File: config.mk
export PLATFORM = sky130hd
export DESIGN_NAME = tmc_mode_ctrl
export DESIGN_NICKNAME = d
export VERILOG_FILES = /design/src/rtl/tmc_pkg.sv /design/src/rtl/tmc_access_decode.sv /design/src/rtl/tmc_mask_reg.sv /design/src/rtl/tmc_pulse_gen.sv /design/src/rtl/tmc_read_port.sv /design/src/rtl/tmc_mode_ctrl.sv
export SDC_FILE = /design/constraint.sdc
export NUM_CORES = 1
export LEC_CHECK = 0
export BUFFER_PORTS_ARGS = -buffer_cell sky130_fd_sc_hd__buf_2
export CAP_MARGIN = 20
export CORE_AREA = 2 2 88 90
export CTS_BUF_LIST = sky130_fd_sc_hd__clkbuf_8
export CTS_CLUSTER_DIAMETER = 60
export DETAILED_ROUTE_END_ITERATION = 10
export DIE_AREA = 0 0 90 92
export GPL_TIMING_DRIVEN = 0
export PLACE_DENSITY_LB_ADDON = 0.2
export SYNTH_ARGS = -nofsm -noshare
export SYNTH_HDL_FRONTEND = slang
export SYNTH_SLANG_ARGS = --single-unit
File: constraint.sdc
create_clock -name clk -period 1.4 [get_ports clk]
set_clock_uncertainty 0.1 [all_clocks]
set_input_delay 0.14 -clock clk [delete_from_list [all_inputs] [get_ports clk]]
set_output_delay 0.14 -clock clk [all_outputs]
set_load 0.01 [all_outputs]
File: src/rtl/tmc_pkg.sv
package tmc_pkg;
  localparam int unsigned TMC_MODE_IDX_DEF = 4;
  localparam int unsigned TMC_TIMERS_DEF   = 16;

  typedef struct packed {
    logic wr_hit;
    logic rd_hit;
    logic rd_any;
  } tmc_access_t;
endpackage

File: src/rtl/tmc_access_decode.sv
module tmc_access_decode #(
  parameter int unsigned ADDR_W   = 3,
  parameter int unsigned MODE_IDX = 4
) (
  input  logic              wr,
  input  logic              rd,
  input  logic [ADDR_W-1:0] addr,
  output tmc_pkg::tmc_access_t acc
);
  localparam logic [ADDR_W-1:0] IDX = ADDR_W'(MODE_IDX);

  always_comb begin
    acc.wr_hit = wr && (addr == IDX);
    acc.rd_hit = rd && (addr == IDX);
    acc.rd_any = rd;
  end
endmodule

File: src/rtl/tmc_mask_reg.sv
module tmc_mask_reg #(
  parameter int unsigned N = 16
) (
  input  logic         clk,
  input  logic         rst_n,
  input  logic         load,
  input  logic [N-1:0] load_val,
  output logic [N-1:0] mask
);
  always_ff @(posedge clk) begin
    if (!rst_n)    mask <= '0;
    else if (load) mask <= load_val;
  end
endmodule

File: src/rtl/tmc_pulse_gen.sv
module tmc_pulse_gen #(
  parameter int unsigned N = 16
) (
  input  logic         clk,
  input  logic         rst_n,
  input  logic         fire,
  input  logic [N-1:0] old_mask,
  input  logic [N-1:0] new_mask,
  output logic [N-1:0] restart,
  output logic [N-1:0] irq_clr
);
  for (genvar i = 0; i < N; i++) begin : g_bit
    always_ff @(posedge clk) begin
      if (!rst_n) begin
        restart[i] <= 1'b0;
        irq_clr[i] <= 1'b0;
      end else begin
        restart[i] <= fire && (old_mask[i] != new_mask[i]);
        irq_clr[i] <= fire && new_mask[i];
      end
    end
  end
endmodule

File: src/rtl/tmc_read_port.sv
module tmc_read_port #(
  parameter int unsigned N      = 16,
  parameter int unsigned DATA_W = 32
) (
  input  logic              clk,
  input  logic              rst_n,
  input  tmc_pkg::tmc_access_t acc,
  input  logic [N-1:0]      mask,
  output logic              rd_valid,
  output logic [DATA_W-1:0] rd_data
);
  always_ff @(posedge clk) begin
    if (!rst_n) begin
      rd_valid <= 1'b0;
      rd_data  <= '0;
    end else begin
      rd_valid <= acc.rd_any;
      if (acc.rd_any) rd_data <= acc.rd_hit ? DATA_W'(mask) : '0;
    end
  end
endmodule

File: src/rtl/tmc_mode_ctrl.sv
module tmc_mode_ctrl #(
  parameter int unsigned N_TIMERS = tmc_pkg::TMC_TIMERS_DEF,
  parameter int unsigned DATA_W   = 32,
  parameter int unsigned ADDR_W   = 3,
  parameter int unsigned MODE_IDX = tmc_pkg::TMC_MODE_IDX_DEF
) (
  input  logic                clk,
  input  logic                rst_n,
  input  logic                reg_wr,
  input  logic                reg_rd,
  input  logic [ADDR_W-1:0]   reg_addr,
  input  logic [DATA_W-1:0]   reg_wdata,
  output logic                rd_valid,
  output logic [DATA_W-1:0]   rd_data,
  output logic [N_TIMERS-1:0] tmr_user_mode,
  output logic [N_TIMERS-1:0] tmr_restart,
  output logic [N_TIMERS-1:0] tmr_irq_clr
);
  tmc_pkg::tmc_access_t acc;
  logic [N_TIMERS-1:0]  new_mask;

  assign new_mask = reg_wdata[N_TIMERS-1:0];

  if (DATA_W > N_TIMERS) begin : g_hi
    logic unused_hi_bits;
    assign unused_hi_bits = ^reg_wdata[DATA_W-1:N_TIMERS];
  end

  tmc_access_decode #(.ADDR_W(ADDR_W), .MODE_IDX(MODE_IDX)) u_dec (
    .wr(reg_wr), .rd(reg_rd), .addr(reg_addr), .acc(acc)
  );

  tmc_mask_reg #(.N(N_TIMERS)) u_mask (
    .clk(clk), .rst_n(rst_n), .load(acc.wr_hit), .load_val(new_mask),
    .mask(tmr_user_mode)
  );

  tmc_pulse_gen #(.N(N_TIMERS)) u_pulse (
    .clk(clk), .rst_n(rst_n), .fire(acc.wr_hit), .old_mask(tmr_user_mode),
    .new_mask(new_mask), .restart(tmr_restart), .irq_clr(tmr_irq_clr)
  );

  tmc_read_port #(.N(N_TIMERS), .DATA_W(DATA_W)) u_rd (
    .clk(clk), .rst_n(rst_n), .acc(acc), .mask(tmr_user_mode),
    .rd_valid(rd_valid), .rd_data(rd_data)
  );
endmodule

# Yosys cells after proc, flatten, opt, wreduce, memory -nomap -nowiden
# Index checks and enable logic that the tools add are counted.
[word_totals]
out_inout_bits = 81
in_bits = 39
word_cells = 87
regBits = 81
[op_classes]
mux = 1
reduce_logical = 34
n_eq_ne = 17
[ops]
columns = ["cell", "count"]
rows = [
  ["1-bit logical AND", 34],
  ["16-bit two-way mux", 1],
  ["1-bit != test", 16],
  ["3-bit equality test (second input constant)", 1],
]

# Logic depth before layout (Yosys ltp)
[logic_depth]
word_depth = 3
depth_mapped = 5
depth_no_buf = 3

# Hierarchy
# From an unflattened synthesis, not the netlist that was laid out.
[unflattened]
hier_cells = 230
hier_area_um2 = 2447.3
[modules_own_cells]
columns = ["module", "area_each_um2", "seq_area_each_um2", "n_inst", "cells_each"]
rows = [
  ["tmc_pulse_gen", 968.4, 640.6, 1, 84],
  ["tmc_read_port", 830.8, 340.3, 1, 92],
  ["tmc_mask_reg", 615.6, 320.3, 1, 51],
  ["tmc_access_decode", 32.5, 0.0, 1, 3],
]

# Least setup slack after synthesis
# No wires, ideal clock.
[synth_timing]
kind = "input to register"
start = "input port reg_addr[2]"
end = "register u_mask.mask[10]"
t_arrival_ps = 927
required_ps = 1183
stages = 5
path_buffers = 2
slack_ps = 256
setup_time_ps = 117
cell_sequence = "nor3b_4 and3_1 buf_4 buf_6 a22o_1"
[synth_between]
elab_chain_cells = 2
[synth_rtl]
columns = ["element", "line_no", "source"]
rows = [
  ["start: declaration", "tmc_mode_ctrl.sv:11", "input logic [ADDR_W-1:0] reg_addr,"],
  ["3-bit equality test", "tmc_access_decode.sv:13", "acc.wr_hit = wr && (addr == IDX);"],
  ["1-bit logical AND", "tmc_access_decode.sv:13", ""],
  ["end signal: assignment", "tmc_mask_reg.sv:12", "else if (load) mask <= load_val;"],
  ["end: declaration", "tmc_mask_reg.sv:8", "output logic [N-1:0] mask"],
]
# No other way between the ends.
# A chain may end at the register's enable or synchronous reset.

# Worst setup path in the final report
[layout_timing]
start = "input port reg_addr[1]"
end = "register u_pulse.restart[1]"
[layout_between]
elab_chain_cells = 3
[layout_rtl]
columns = ["element", "line_no", "source"]
rows = [
  ["3-bit equality test", "tmc_access_decode.sv:13", ""],
  ["1-bit logical AND", "tmc_access_decode.sv:13", ""],
  ["1-bit logical AND", "tmc_pulse_gen.sv:18", "restart[i] <= fire && (old_mask[i] != new_mask[i]);"],
  ["end signal: indexed assignment", "tmc_pulse_gen.sv:18", ""],
  ["end: declaration", "tmc_pulse_gen.sv:9", "output logic [N-1:0] restart,"],
]
# No other way between the ends.

==> key figures <==
Pwr
  – Sw Pwr: 0.000830 W
  – VDD IR-drop max: 0.388 mV
  – Sw frac: 23.3%
  – Combinational group share of total power: 7.4%
  – Reg power frac: 52.9%
  – LEAKAGE: 1.55 nW
  – Final Power: 0.00356 W
  – Power Dens Cells: 1140 nW/µm²
  – Int Power: 0.00273 W
  – Clock share of power: 39.6%

STA
  – Final worst-path cycle share: 81.8%
  – Setup_tns: 0 ns
  – # setup viols final: 0
  – Max-slew violation count: 0
  – Fmax: 0.873 GHz
  – RSZ-0062 raised after global routing: no
  – Endpoints failing hold: 0
  – WHS: 0.151 ns
  – Fin crit period: 1.15 ns

Run status
  – Run status: completed

Clock tree
  – CTS Root Cell: clkbuf_8
  – CTS Sinks: 65
  – CTS tree: built
  – Max H-tree Level: 3
  – CTS clk-pin slew, worst paths: 0.07 ns
  – Buffer levels on the longest clock path: 2
  – Clk Latency, worst-skew pair: 0.34 ns
  – TritonCTS buffer count: 9
  – Post-cts resize count: 0

Setup path
  – Worst path most repeated cell: buf_2
  – Worst r2r src: u_mask.mask[9]
  – Critical path arrival: 1.32 ns
  – Reg-to-reg slack, setup: 0.59 ns
  – WP buf/inv: 2
  – Reg2Reg Depth: 2
  – Setup crit end: u_pulse.restart[1]
  – Crit path max fanout: 10
  – Crit-path leading delay family: simple AND/OR/NAND/NOR gates
  – WP data required: 1.58 ns
  – CP Cell Sequence: buf_2 -> nor3b_4 -> nand3_1 -> buf_2 -> nor2_1
  – Critical path startpoint: reg_addr[1]
  – Type of the worst setup path: primary input to register
  – Startpoint types: primary input
  – Slowest stage delay, CP: 0.36 ns
  – Crit path max-delay cell type: nand3_1
  – CP Depth: 5
  – CP Capture Type: register
  – R2r endpoint: u_pulse.restart[9]

GRT
  – GRT Util Overall: 13.5%
  – First-pass GRT wire length: 8370 µm
  – Pin count of the biggest net entering global routing: 11
  – Initial antenna violation count: 0
  – GRT Residual Overflow: 0
  – Vias in the first global route: 1582

Final layout
  – Fin util: 41.8%
  – Number of diodes: 0
  – Layout fillers: 785
  – Share of layout cells above drive strength 1: 40.4%
  – Area grow syn2layout: 45.0%
  – Final nets: 348

Hold path
  – Beginning of the worst hold path: reg_wr
  – Worst Hold Class: primary input to register

Floorplanning
  – Die height: 92 µm
  – Rows: 32
  – I/O Pins: 120
  – Die width: 90 µm
  – Die ar.: 8280 µm²
  – Initial Util: 28.8%
  – Core footprint: 7450 µm²

Place
  – # port buffers: 87
  – Detailed Place HPWL: 3510 µm
  – Routability congestion estimate from global placement: 0.676

Yosys
  – Yosys top cell by area: dfxtp_1
  – Synth unique cells: 15
  – Cell Area, Synth: 2140 µm²
  – Syn. warnings: 0
  – Synth Area per Inst: 12.0 µm²
  – Mapped Cells: 179
  – Largest cells by area after synthesis: dfxtp_1, a22o_1, xnor2_1, buf_4, and2_1
  – Synth Register Bits: 65
  – Post-synth top area share: 60.7%
  – Seq/Total Area, Yosys: 60.7%

Route
  – Vias per cell: 3.91
  – Avg WL per Cell: 12.6 µm
  – Post-route ant nets: 0
  – Drt first pass iters: 4
  – Routed vias: 1626
  – Drt drc: 0
  – DRT iter0 DRCs: 39
  – Total routed wirelength: 5220 µm

Flow run
  – Max Cap Viol: 0
==> through the flow <==
stage	area (µm²)	setup WS (ns)	cells
after detailed placement	2760	-0.131	383
after global placement	2760	-0.140	383
after CTS	3110	0.223	416
after floorplan	2200	0.256	194
final	3110	0.254	416
after global routing	3110	0.116	416
==> worst min path at each step <==
stage / end / slack, ns / depth (start not counted)
detailed placement: u_rd.rd_valid / 0.28 / 2
floorplan: u_pulse.irq_clr[0] / 0.16 / 1
global route: u_mask.mask[2] / 0.18 / 3
CTS: u_mask.mask[3] / 0.13 / 3
finish: u_mask.mask[0] / 0.15 / 3
global placement: u_pulse.irq_clr[4] / 0.29 / 2
==> layout by cell type, fill, tap and decap left out <==
cell type	instances
clkbuf_1	1
a22o_1	32
a21boi_2	1
and3_1	1
nor2_1	16
dlygate4sd3_1	17
nor2b_1	1
conb_1	16
xnor2_1	16
clkbuf_8	11
buf_6	4
buf_2	90
nand3_1	1
dfxtp_1	65
buf_4	18
clkinv_2	1
nor3b_4	1
inv_1	3
and2_1	18
clkinvlp_4	1
==> synth_stat cells <==
| library cell | n |
|---|---|
| a21boi_2 | 1 |
| a22o_1 | 32 |
| and2_1 | 18 |
| and3_1 | 1 |
| buf_2 | 3 |
| buf_4 | 18 |
| buf_6 | 4 |
| clkbuf_1 | 1 |
| conb_1 | 1 |
| dfxtp_1 | 65 |
| nand3_1 | 1 |
| nor2_1 | 16 |
| nor2b_1 | 1 |
| nor3b_4 | 1 |
| xnor2_1 | 16 |
==> state kept, by name, indices dropped and copies added, names as in the netlist <==
register	flops
u_rd.rd_data	16
u_pulse.irq_clr	16
u_mask.mask	16
u_pulse.restart	16
u_rd.rd_valid	1
==> worst reg2reg max path: stages (launching register included) <==
cell     delay, ns
dfxtp_1       0.39
xnor2_1       0.14
nor2_1        0.06
==> power groups by stage <==
stage | registers [W] | clock network (W) | logic (W)
after global placement | 0.00193 | 0 | 0.000228
after detailed placement | 0.00193 | 0 | 0.000229
after floorplan | 0.00194 | 0 | 0.000127
after CTS | 0.00188 | 0.00147 | 0.000266
final | 0.00188 | 0.00141 | 0.000264
after global routing | 0.00189 | 0.00155 | 0.000292
==> area by class of cell <==
type	instances	area (µm²)	share of cell area, %
clock inverters	5	23.8	0.765
plain buffers	26	199	6.40
repair buffers	104	606	19.5
well taps	102	128	4.10
clock buffers	11	151	4.87
flip-flops and latches	65	1300	41.9
multi-input cells	103	701	22.5
==> kinds of logic after synthesis <==
family / Yosys count / share of synthesized area [%]
compound gates: 33 / 13.6
xor+xnor: 16 / 6.53
buf+inv: 26 / 9.28
flops: 65 / 60.7
other cells: 1 / 0.175
simple gates: 38 / 9.74
==> routing by layer <==
layer	up-vias	wire, µm	track usage, %
met5	-	0	0
met4	0	115	6.54
met3	9	293	4.52
met2	56	2460	21.4
met1	732	2360	16.4
li1	829	-	-
==> repair_timing <==
item,CTS,global route
hold buffers,17,0
setup buffers,0,0
hold endpoints to repair,49,0
Note: power is estimated with default switching activity, not from simulation.
